[config.mk]
export PLATFORM = sky130hd
export DESIGN_NAME = rxf_line_status
export DESIGN_NICKNAME = d
export VERILOG_FILES = /design/src/rtl/rxf_pkg.sv /design/src/rtl/rxf_store.sv /design/src/rtl/rxf_status.sv /design/src/rtl/rxf_rdport.sv /design/src/rtl/rxf_line_status.sv
export SDC_FILE = /design/constraint.sdc
export NUM_CORES = 1
export LEC_CHECK = 0
export ABC_AREA = 1
export BUFFER_PORTS_ARGS = -buffer_cell sky130_fd_sc_hd__buf_2
export CAP_MARGIN = 20
export CORE_MARGIN = 1
export CORE_UTILIZATION = 30
export DETAILED_ROUTE_END_ITERATION = 7
export SLEW_MARGIN = 10
export SYNTH_ARGS = -nofsm -noshare
export SYNTH_HDL_FRONTEND = slang
export SYNTH_HIERARCHICAL = 1
export SYNTH_SLANG_ARGS = --single-unit
[constraint.sdc]
create_clock -name clk -period 5 [get_ports clk]
set_clock_uncertainty 0.05 [all_clocks]
set_input_delay 0.75 -clock clk [delete_from_list [all_inputs] [get_ports clk]]
set_output_delay 0.75 -clock clk [all_outputs]
set_load 0.005 [all_outputs]
[src/rtl/rxf_pkg.sv]
// Shared types for the receive buffer.
// Assumes an 8-bit character; the flags travel with the byte.
package rxf_pkg;

    typedef struct packed {
        logic       brk;
        logic       ferr;
        logic       perr;
        logic [7:0] data;
    } rx_entry_t;

    localparam int unsigned ENTRY_W = $bits(rx_entry_t);

endpackage

[src/rtl/rxf_store.sv]
// Circular character store with pointer and fill-count control.
// Capacity is DEPTH in queue mode and 1 in single-register mode.
// Assumes the mode changes only while the store is empty.
// Reports accepted pops, head changes and lost arrivals to the status logic.
module rxf_store
    import rxf_pkg::*;
#(
    parameter int unsigned DEPTH = 64
) (
    input  logic      clk,
    input  logic      rst_n,
    input  logic      fifo_en_i,
    input  logic      push_req_i,
    input  rx_entry_t push_entry_i,
    input  logic      pop_req_i,
    input  logic      flush_i,
    output rx_entry_t head_o,
    output logic      empty_o,
    output logic      pop_o,
    output logic      head_chg_o,
    output logic      overrun_o
);
    localparam int unsigned AW = (DEPTH > 1) ? $clog2(DEPTH) : 1;
    localparam int unsigned CW = $clog2(DEPTH + 1);
    localparam logic [AW-1:0] LAST = AW'(DEPTH - 1);

    rx_entry_t     mem [DEPTH];
    logic [AW-1:0] wr_ptr_q;
    logic [AW-1:0] rd_ptr_q;
    logic [CW-1:0] count_q;
    logic [CW-1:0] cap;
    logic          full;
    logic          push_ok;

    // Capacity and accept decisions for this cycle.
    always_comb begin
        cap        = fifo_en_i ? CW'(DEPTH) : CW'(1);
        full       = (count_q >= cap);
        empty_o    = (count_q == '0);
        pop_o      = pop_req_i && !empty_o && !flush_i;
        push_ok    = push_req_i && !flush_i && (!full || pop_o);
        overrun_o  = push_req_i && !flush_i && full && !pop_o;
        head_chg_o = flush_i || pop_o || (push_ok && empty_o);
        head_o     = mem[rd_ptr_q];
    end

    // Storage array write; holds contents without reset.
    always_ff @(posedge clk) begin
        if (push_ok) begin
            mem[wr_ptr_q] <= push_entry_i;
        end
    end

    // Pointer and fill-count update with flush taking priority.
    always_ff @(posedge clk) begin
        if (!rst_n || flush_i) begin
            wr_ptr_q <= '0;
            rd_ptr_q <= '0;
            count_q  <= '0;
        end else begin
            if (push_ok) begin
                wr_ptr_q <= (wr_ptr_q == LAST) ? '0 : wr_ptr_q + 1'b1;
            end
            if (pop_o) begin
                rd_ptr_q <= (rd_ptr_q == LAST) ? '0 : rd_ptr_q + 1'b1;
            end
            case ({push_ok, pop_o})
                2'b10:   count_q <= count_q + 1'b1;
                2'b01:   count_q <= count_q - 1'b1;
                default: count_q <= count_q;
            endcase
        end
    end

    AST_NO_OVERFLOW: assert property (@(posedge clk) disable iff (!rst_n)
        count_q <= CW'(DEPTH));

    AST_SINGLE_HOLD: assert property (@(posedge clk) disable iff (!rst_n)
        (!fifo_en_i && count_q == CW'(1) && push_req_i && !pop_req_i && !flush_i)
        |=> (count_q == CW'(1)));

    AST_FLUSH_EMPTY: assert property (@(posedge clk) disable iff (!rst_n)
        flush_i |=> empty_o);

    AST_FULL_SWAP: assert property (@(posedge clk) disable iff (!rst_n)
        (full && push_req_i && pop_req_i && !flush_i) |=> (count_q == $past(count_q)));

endmodule

[src/rtl/rxf_status.sv]
// Line status word generator.
// Holds the sticky lost-data bit and an acknowledge flag for the head character.
// Assumes head_chg_i pulses whenever a different character becomes the head.
module rxf_status
    import rxf_pkg::*;
(
    input  logic      clk,
    input  logic      rst_n,
    input  rx_entry_t head_i,
    input  logic      empty_i,
    input  logic      head_chg_i,
    input  logic      overrun_i,
    input  logic      lsr_rd_i,
    output logic [7:0] lsr_o
);
    logic oe_q;
    logic ack_q;
    logic show;

    // Sticky lost-data bit: a new loss beats a clearing read.
    always_ff @(posedge clk) begin
        if (!rst_n) begin
            oe_q <= 1'b0;
        end else if (overrun_i) begin
            oe_q <= 1'b1;
        end else if (lsr_rd_i) begin
            oe_q <= 1'b0;
        end
    end

    // Head acknowledge: set by a status read, dropped when the head changes.
    always_ff @(posedge clk) begin
        if (!rst_n) begin
            ack_q <= 1'b0;
        end else if (head_chg_i) begin
            ack_q <= 1'b0;
        end else if (lsr_rd_i) begin
            ack_q <= 1'b1;
        end
    end

    // Assemble the status word from stored state only.
    always_comb begin
        show  = !empty_i && !ack_q;
        lsr_o = {1'b0, 1'b1, 1'b1,
                 show && head_i.brk,
                 show && head_i.ferr,
                 show && head_i.perr,
                 oe_q,
                 !empty_i};
    end

    AST_OE_SET: assert property (@(posedge clk) disable iff (!rst_n)
        overrun_i |=> lsr_o[1]);

    AST_OE_CLEAR: assert property (@(posedge clk) disable iff (!rst_n)
        (lsr_rd_i && !overrun_i) |=> !lsr_o[1]);

    AST_ERR_WINS: assert property (@(posedge clk) disable iff (!rst_n)
        (lsr_rd_i && overrun_i) |=> lsr_o[1]);

    AST_EMPTY_QUIET: assert property (@(posedge clk) disable iff (!rst_n)
        empty_i |-> (lsr_o[4:2] == 3'b000));

endmodule

[src/rtl/rxf_rdport.sv]
// Read-data register: captures the head byte on an accepted pop.
// Keeps its value when a read finds nothing to pop.
module rxf_rdport
    import rxf_pkg::*;
(
    input  logic       clk,
    input  logic       rst_n,
    input  logic       pop_i,
    input  rx_entry_t  head_i,
    output logic [7:0] data_o
);
    // Latch the popped byte; otherwise hold.
    always_ff @(posedge clk) begin
        if (!rst_n) begin
            data_o <= 8'h00;
        end else if (pop_i) begin
            data_o <= head_i.data;
        end
    end

    AST_EMPTY_READ: assert property (@(posedge clk) disable iff (!rst_n)
        !pop_i |=> $stable(data_o));

endmodule

[src/rtl/rxf_line_status.sv]
// Top: receive character store with line status word.
// Joins the store, the status generator and the read-data register.
// Assumes fifo_en_i is changed only while the store is empty.
module rxf_line_status
    import rxf_pkg::*;
#(
    parameter int unsigned DEPTH = 64
) (
    input  logic       clk,
    input  logic       rst_n,
    input  logic       fifo_en_i,
    input  logic       rx_valid_i,
    input  logic [7:0] rx_data_i,
    input  logic       rx_perr_i,
    input  logic       rx_ferr_i,
    input  logic       rx_brk_i,
    input  logic       flush_i,
    input  logic       rbr_rd_i,
    input  logic       lsr_rd_i,
    output logic [7:0] rbr_data_o,
    output logic [7:0] lsr_o
);
    rx_entry_t in_entry;
    rx_entry_t head;
    logic      empty;
    logic      pop;
    logic      head_chg;
    logic      overrun;

    // Pack the incoming character with its flags.
    always_comb begin
        in_entry.data = rx_data_i;
        in_entry.perr = rx_perr_i;
        in_entry.ferr = rx_ferr_i;
        in_entry.brk  = rx_brk_i;
    end

    rxf_store #(.DEPTH(DEPTH)) u_store (
        .clk          (clk),
        .rst_n        (rst_n),
        .fifo_en_i    (fifo_en_i),
        .push_req_i   (rx_valid_i),
        .push_entry_i (in_entry),
        .pop_req_i    (rbr_rd_i),
        .flush_i      (flush_i),
        .head_o       (head),
        .empty_o      (empty),
        .pop_o        (pop),
        .head_chg_o   (head_chg),
        .overrun_o    (overrun)
    );

    rxf_status u_status (
        .clk        (clk),
        .rst_n      (rst_n),
        .head_i     (head),
        .empty_i    (empty),
        .head_chg_i (head_chg),
        .overrun_i  (overrun),
        .lsr_rd_i   (lsr_rd_i),
        .lsr_o      (lsr_o)
    );

    rxf_rdport u_rdport (
        .clk    (clk),
        .rst_n  (rst_n),
        .pop_i  (pop),
        .head_i (head),
        .data_o (rbr_data_o)
    );

    AST_DR_TRACKS: assert property (@(posedge clk) disable iff (!rst_n)
        (rx_valid_i && !flush_i) |=> lsr_o[0]);

endmodule

==> results of run 1 <==
==> synthesized netlist by cell type (all sizes together) <==
| cell | count |
|---|---|
| a21oi | 15 |
| a31oi | 3 |
| buf | 127 |
| clkbuf | 33 |
| clkinv | 1 |
| conb | 2 |
| dfxtp | 35 |
| edfxtp | 704 |
| fa | 1 |
| ha | 9 |
| inv | 59 |
| nand2 | 962 |
| nand3 | 616 |
| nand4 | 6 |
| nor2 | 124 |
| nor3 | 5 |
| o21a | 1 |
| o21ai | 12 |
| o21bai | 1 |
| or2 | 2 |
| xnor2 | 3 |
| xor2 | 5 |
==> placed cells by master (no fill, tap or decap), types with 5 or more instances in the layout <==
cell type / n
nand2_2: 10
nor2_2: 12
o21ai_0: 12
buf_2: 30
buf_12: 8
nand2_1: 948
nor3_1: 5
nor2_1: 110
nand3_1: 615
clkinv_2: 15
edfxtp_1: 704
ha_1: 9
clkbuf_1: 18
xor2_1: 5
a21oi_1: 15
inv_1: 50
dfxtp_1: 31
inv_2: 5
clkbuf_16: 80
nand4_1: 6
clkinv_1: 17
buf_4: 31
==> worst paths after layout <==
path,to,cells past startpoint,from
hold / removal,u_status/oe_q,4,lsr_rd_i
setup reg to reg,u_rdport/data_o[1],15,flop
hold reg to reg,u_status/oe_q,2,u_status/oe_q
setup / recovery,lsr_o[3],13,flop
==> power breakdown <==
group          total, W  internal, W  switching [W]
clock           0.00544      0.00309        0.00235
sequential      0.00681      0.00679      0.0000186
combinational  0.000676     0.000170       0.000506
==> worst max-delay path, cell delays in order, from the launching register on <==
cell and delay, ps:
dfxtp_4 840, inv_8 390, buf_12 330, nand2_1 110, nand3_1 70, nand3_1 140
nand2_1 70, nand2_1 90, nand3_1 170, nand3_1 210, nand2_1 70, inv_1 170
nor2_2 60, buf_2 120
==> registers in the layout, indices dropped and copies added (netlist names), named ones only <==
name              cells
u_status/ack_q        1
u_store/count_q       7
u_status/oe_q         1
u_rdport/data_o       8
u_store/wr_ptr_q      6
u_store/rd_ptr_q      6
u_store/mem         704
==> cell families (layout without fill, tap and decap cells) <==
logic type | after synthesis | after routing | share of synthesized area, %
DFF | 739 | 739 | 71.2
buffers and inverters | 220 | 265 | 3.51
AOI/OAI and AO/OA | 32 | 32 | 0.551
and+or+nand+nor | 1715 | 1715 | 24.0
xor gates and xnor gates | 8 | 8 | 0.229
other | 2 | 3 | 0.0245
adders and majority gates | 10 | 10 | 0.433
==> per-layer routing <==
layer / wire (um) / share of wire (%) / vias up
li1: - / - / 9413
met1: 36500 / 44 / 9875
met2: 36900 / 45 / 848
met3: 7190 / 8.7 / 134
met4: 2170 / 2.6 / 0
met5: 0 / 0 / -
==> cell type report <==
cell class	count	area, um^2
clock buffers	99	2080
clock inverters	37	277
fillers	10100	66300
inverters	60	251
multi-input cells	1768	7750
flip-flops and latches	739	21900
well taps	1357	1700
repair buffers	69	543
==> through the flow <==
stage | utilization, % | total power (W) | cell area [um^2] | hold WS [ps]
after floorplan | - | 0.00732 | 30700 | 386
after global placement | 31.9 | 0.00761 | 32100 | 406
after detailed placement | 31.9 | 0.00762 | 32100 | 405
after CTS | 34.2 | 0.0130 | 34500 | 324
after global routing | 34.2 | 0.0133 | 34500 | 350
final | 34.2 | 0.0129 | 34500 | 365
==> metrics.yaml, run 1 <==
io_pins: 34
wire_per_inst_um: 20.0
grt_max_degree: 129
drv_slew: 0
status: "finished, final reports clean"
cts_max_level: 3
synth_top_area_share_pct: 68.9
ys_seq_area_share_pct: 71.2
first_pass_iters: 6
crit_type: "flop to output pin"
leakagePower_nw: 12.2
crit_path_max_fanout: 94
syn_inst: 2726
worstHoldPathType: "input pin to flop"
setup_violations: 0
grt-busiest-layer: "met2"
rsz0062_at_grt: "false"
hpwl_um: 49300
final_hold_viol_count: 0
setup_slack_ps: 616
core_area_um2: 101000
port_buffers: 30
yosys.area.top_type: "edfxtp_1"
period_needed_ps: 4380
place_ws_ps: 1290
syn_area_um2: 30700
grt_pass1_wl_um: 125000
dp.cells: 3993
finalSetupTns_ps: 0
gr-usage-met3_pct: 3.64
relSlewSlack_pct: 28.9
antenna_found_initial: 1
yosysUniqueCellTypes: 37
drv_cap: 0
vias: 20300
yosys_warnings: 6
drc_errors: 0
cts_buffer_depth: 3
reg2reg_slack_ps: 1570
overflow: 0
finalNonFillerCells: 4129
use_met1_pct: 22.8
crit_arrival_ps: 3580
fp.dieH_um: 322
place_congestion: 0.888
crit_path_end_kind: "output pin"
peakVddDrop_v: 0.000214
drive_gt1_share_pct: 7.76
crit_required_ps: 4200
wl_um: 82800
die_w_um: 322
numCtsBuffers: 77
min_period_over_period_pct: 87.7
area_growth_pct: 12.4
cts_repair_resize_count: 0
antennaDiodeCount: 0
grt_use_total_pct: 16.0
dieArea_um2: 103000
synth-seq-cells: 739
clock-root-buffer: "clkbuf_16"
start_util_pct: 30.4
cts_setup_buffers: 0
fmax_ghz: 0.228
vias_per_cell: 4.91
cts_sinks: 739
worstSkewPairLatency_ps: 630
rows: 116
grt_use_met2_pct: 24.3
dr.first_iter.drc_count: 2150
synth_area_leaders: "edfxtp_1, nand2_1, nand3_1"
cts_tree: "built"
powerDensity_nw_per_um2: 375
layout.nets: 2743
start_kind: "flop"
tightest_slew_ps: 1060
avgSynthCellArea_um2: 11.2
ant_nets: 0
clk_pin_slew_worst_paths_ps: 60
cts_hold_buf: 0
grt_pass1_vias: 19200
Power figures use the tool's default switching activity.
==> run 2, diff against run 1 <==
--- a/config.mk
+++ b/config.mk
@@ -9,8 +9,9 @@
 export BUFFER_PORTS_ARGS = -buffer_cell sky130_fd_sc_hd__buf_2
 export CAP_MARGIN = 20
 export CORE_MARGIN = 1
-export CORE_UTILIZATION = 30
+export CORE_UTILIZATION = 28
 export DETAILED_ROUTE_END_ITERATION = 7
+export HOLD_SLACK_MARGIN = 0.03
 export SLEW_MARGIN = 10
 export SYNTH_ARGS = -nofsm -noshare
 export SYNTH_HDL_FRONTEND = slang
==> run 2 against run 1 <==
  * Final area up 0.60%
  * Critical path depth unchanged
  * Register-to-register slack better by 230 ps
  * Clock-buffer cell count down 4
  * Sequential power about the same
  * Critical endpoint is now lsr_o[4]
  * Power up 2.1%
  * Clock power up 4.6%
  * Fmax up 9.5%
  * Final cell count up 1.4%
==> metrics.yaml, run 2 (same netlist as run 1, synthesis figures left out) <==
status: "finished, final reports clean"
finalNonFillerCells: 4185
reg.largest.list: "u_store/mem (704), u_rdport/data_o (8), u_store/count_q (7)"
die_w_um: 333
period_needed_ps: 4000
clk_pin_slew_worst_paths_ps: 60
powerDensity_nw_per_um2: 381
final_common_cell: "nand2_1"
rows: 121
drive_gt1_share_pct: 7.87
dp.cells: 4047
crit_required_ps: 4200
overflow: 0
crit_path_end_kind: "output pin"
place_congestion: 0.883
peakVddDrop_v: 0.000234
wire_per_inst_um: 19.7
cts_repair_resize_count: 0
crit_path_max_fanout: 93
drv_cap: 0
pwr-share-clk_pct: 43.1
clock-root-buffer: "clkbuf_16"
final_hold_viol_count: 0
rsz0062_at_grt: "false"
crit_arrival_ps: 3200
hpwl_um: 49900
numCtsBuffers: 77
p_sw_w: 0.00293
vias: 20200
start_util_pct: 28.2
worstHoldPathType: "input pin to flop"
pwr-share-comb_pct: 5.3
io_pins: 34
largest_reg_flops: 704
cts_sinks: 739
fmax_ghz: 0.250
vias_per_cell: 4.84
p_int_w: 0.0103
port_buffers: 30
drv_slew: 0
wl_um: 82400
switching_share_pct: 22.2
grt_pass1_vias: 19100
layout.nets: 2740
worstSkewPairLatency_ps: 630
finalSetupTns_ps: 0
cts_tree: "built"
antenna_found_initial: 0
first_pass_iters: 5
setup_violations: 0
antennaDiodeCount: 0
grt_pass1_wl_um: 122000
ant_nets: 0
cts_hold_buf: 0
tightest_slew_ps: 1070
grt_use_total_pct: 14.6
relSlewSlack_pct: 28.5
grt_max_degree: 151
fp.dieH_um: 333
area_growth_pct: 13.0
dr.first_iter.drc_count: 2139
leakagePower_nw: 12.3
core_area_um2: 109000
min_period_over_period_pct: 80.1
cts_max_level: 3
dieArea_um2: 111000
crit_type: "flop to output pin"
seqPwrFrac_pct: 51.6
start_kind: "flop"
largest_register: "u_store/mem"
cts_buffer_depth: 3
drc_errors: 0
mostFrequentLayoutCells: "nand2_1, edfxtp_1, nand3_1"
cts_setup_buffers: 0
## run 2: changes by cell type in the layout (fill, tap and decap cells not counted), sizes merged
cell / before / now
bufinv: 3 / 8
clkbuf: 99 / 95
buf: 69 / 66
clkinv: 35 / 32
clkinvlp: 1 / 2
inv: 58 / 61
## run 2: stage by stage
stage | util [%] | hold WS (ps) | worst slack [ps] | total power (W) | instance area (um^2)
2_1_floorplan | - | 386 | 2110 | 0.00732 | 30700
3_3_place_gp | 29.6 | 404 | 1320 | 0.00763 | 32200
3_5_place_dp | 29.6 | 411 | 1320 | 0.00763 | 32200
4_1_cts | 31.9 | 321 | 1060 | 0.0133 | 34700
5_1_grt | 31.9 | 340 | 844 | 0.0136 | 34700
6_report | 31.9 | 358 | 996 | 0.0132 | 34700
## run 2: critical path: stages (launching register included)
cell     delay, ps
dfxtp_4        390
inv_8          390
buf_12         360
nand2_1         90
nand3_1        110
nand3_1         90
nand2_1         90
nand2_1         50
nand3_1         80
nand3_1        200
nand2_1        250
inv_1           80
nor2_2         110
buf_2          110
## run 2: final cells by class
class	count	area (um^2)
Fill cell	10900	74000
Sequential cell	739	21900
Multi-Input combinational cell	1768	7750
Clock buffer	95	2020
Tap cell	1414	1770
Timing Repair Buffer	66	546
Clock inverter	43	469
Inverter	60	251
## run 2: final timing paths
kind | start | to | slack (ps) | depth (start not counted)
worst max-delay path | flop | lsr_o[4] | 1000 | 13
worst max register to register | u_store/count_q[6] | u_store/mem[61][9] | 1800 | 12
worst min register to register | u_rdport/data_o[3] | u_rdport/data_o[3] | 420 | 2
worst min-delay path | lsr_rd_i | u_status/ack_q | 360 | 3
## run 2: power groups by stage
stage,sequential [W],combinational [W],clock [W]
finish,0.00681,0.000693,0.00569
global route,0.00681,0.000757,0.00602
CTS,0.00681,0.000694,0.00579
detailed placement,0.00694,0.000692,0
global placement,0.00694,0.000687,0
floorplan,0.00693,0.000387,0
## run 2: routing by layer
metal	global-route usage, %	up-vias	wire [um]
li1	-	9441	-
met1	20.0	9876	35600
met2	23.3	795	38300
met3	2.63	131	6170
met4	4.66	0	2320
met5	0	-	0
==> run 3, diff against run 2 <==
==> constraint.sdc (replaced) <==
create_clock -name clk -period 4.08 [get_ports clk]
set_clock_uncertainty 0.05 [all_clocks]
set_input_delay 0.612 -clock clk [delete_from_list [all_inputs] [get_ports clk]]
set_output_delay 0.612 -clock clk [all_outputs]
set_load 0.005 [all_outputs]
==> run 3 against run 2 <==
  * Global-route usage is essentially flat
  * Critical endpoint unchanged
  * Core utilization grew 0.57 points
  * Routed wire length grew 0.18%
  * Combinational power grew 22%
  * Clock-buffer cell count grew 5
  * Worst setup slack lost 800 ps
  * Die area is the same
  * Final area grew 1.8%
  * Final cell count grew 2.0%
  * Critical path type unchanged
  * Non-clock buffer count grew 81
  * Register-to-register slack lost 730 ps
  * Sequential power grew 22%
==> metrics.yaml, run 3 (same netlist as run 1, synthesis figures left out) <==
period_needed_ps: 3880
seqPwrFrac_pct: 51.8
crit_path_end_kind: "output pin"
finalSetupTns_ps: 0
port_buffers: 30
layout.nets: 2821
drv_slew: 0
io_pins: 34
leakagePower_nw: 12.7
crit_type: "flop to output pin"
crit_path_max_fanout: 30
p_int_w: 0.0126
cts_max_level: 3
crit_required_ps: 3420
final_hold_viol_count: 0
p_sw_w: 0.00353
hpwl_um: 49500
core_area_um2: 109000
crit_arrival_ps: 3220
first_pass_iters: 6
mostFrequentLayoutCells: "nand2_1, edfxtp_1, nand3_1"
tightest_slew_ps: 1090
ant_nets: 0
cts_hold_buf: 0
grt_pass1_vias: 19800
largest_register: "u_store/mem"
drv_cap: 0
cts_tree: "built"
relSlewSlack_pct: 27.6
vias_per_cell: 4.80
vias: 20500
drc_errors: 0
grt_max_degree: 108
place_area_um2: 32800
largest_reg_flops: 704
clock-root-buffer: "clkbuf_16"
status: "finished, final reports clean"
final_common_cell: "nand2_1"
fin_util_pct: 32.5
fp.dieH_um: 333
stdcell_area_um2: 35300
rsz0062_at_grt: "false"
cts_repair_resize_count: 0
grt_use_total_pct: 14.6
antenna_found_initial: 0
switching_share_pct: 21.9
place_congestion: 0.882
worstHoldPathType: "input pin to flop"
cts_buffer_depth: 3
numCtsBuffers: 77
cts_setup_buffers: 0
drive_gt1_share_pct: 10.6
die_w_um: 333
peakVddDrop_v: 0.000314
wl_um: 82500
area_growth_pct: 15.1
clk_pin_slew_worst_paths_ps: 60
pwr-share-clk_pct: 43.0
powerDensity_nw_per_um2: 457
min_period_over_period_pct: 95.1
wire_per_inst_um: 19.3
dieArea_um2: 111000
reg.largest.list: "u_store/mem (704), u_rdport/data_o (8), u_store/count_q (7)"
worstSkewPairLatency_ps: 610
setup_violations: 0
start_util_pct: 28.2
start_kind: "flop"
pwr-share-comb_pct: 5.3
rows: 121
overflow: 0
dr.first_iter.drc_count: 1932
cts_sinks: 739
fmax_ghz: 0.258
grt_pass1_wl_um: 124000
-- run 3: cell count changes in the layout (fill, tap and decap cells not counted), moves of 3 or more --
cell / previous run / this run
buf_4: 26 / 105
bufinv_16: 8 / 5
clkbuf_16: 77 / 82
clkinv_2: 12 / 16
clkinv_8: 4 / 0
-- run 3: power groups by stage --
stage,Combinational [W],Sequential [W],Clock (W)
final,0.000848,0.00834,0.00692
after global routing,0.000932,0.00834,0.00731
after CTS,0.000850,0.00834,0.00705
after detailed placement,0.000847,0.00850,0
after global placement,0.000835,0.00850,0
after floorplan,0.000475,0.00850,0
-- run 3: routing by layer --
metal,vias to the layer above,wire length [um],GRT usage [%]
met5,-,0,0
met4,0,2180,4.34
met3,131,6640,3.13
met2,763,38100,23.2
met1,10000,35600,20.0
li1,9585,-,-
-- run 3: per-stage QoR --
stage / hold WS [ps] / cells / power [W] / setup slack [ps]
finish: 219 / 4267 / 0.0161 / 200
global route: 221 / 4266 / 0.0166 / 79.2
CTS: 187 / 4266 / 0.0162 / 257
detailed placement: 410 / 4128 / 0.00935 / 904
global placement: 410 / 4126 / 0.00934 / 905
floorplan: 386 / 2727 / 0.00897 / 1320
-- run 3: layout make-up --
type | count | area, um^2
Antenna cell | 1 | 2.50
Clock buffer | 100 | 2150
Clock inverter | 38 | 329
Fill cell | 10900 | 73400
Inverter | 60 | 251
Multi-Input combinational cell | 1768 | 7750
Sequential cell | 739 | 21900
Tap cell | 1414 | 1770
Timing Repair Buffer | 147 | 1180
-- run 3: worst max-delay path, stage by stage (launching register included) --
cell	delay, ps
dfxtp_4	630
clkinv_2	510
buf_4	380
nand3_1	120
nand2_1	80
nand2_1	80
nand3_1	100
nand3_1	240
nand2_1	90
inv_1	170
nor2_2	60
buf_2	120
-- run 3: path summary, 6_finish.rpt --
kind | startpoint | endpoint | slack, ps | cells past startpoint
worst max-delay path | flop | lsr_o[4] | 200 | 11
worst min-delay path | lsr_rd_i | u_status/oe_q | 220 | 4
worst max register to register | flop | u_rdport/data_o[1] | 1070 | 13
worst min register to register | u_rdport/data_o[7] | u_rdport/data_o[7] | 420 | 2
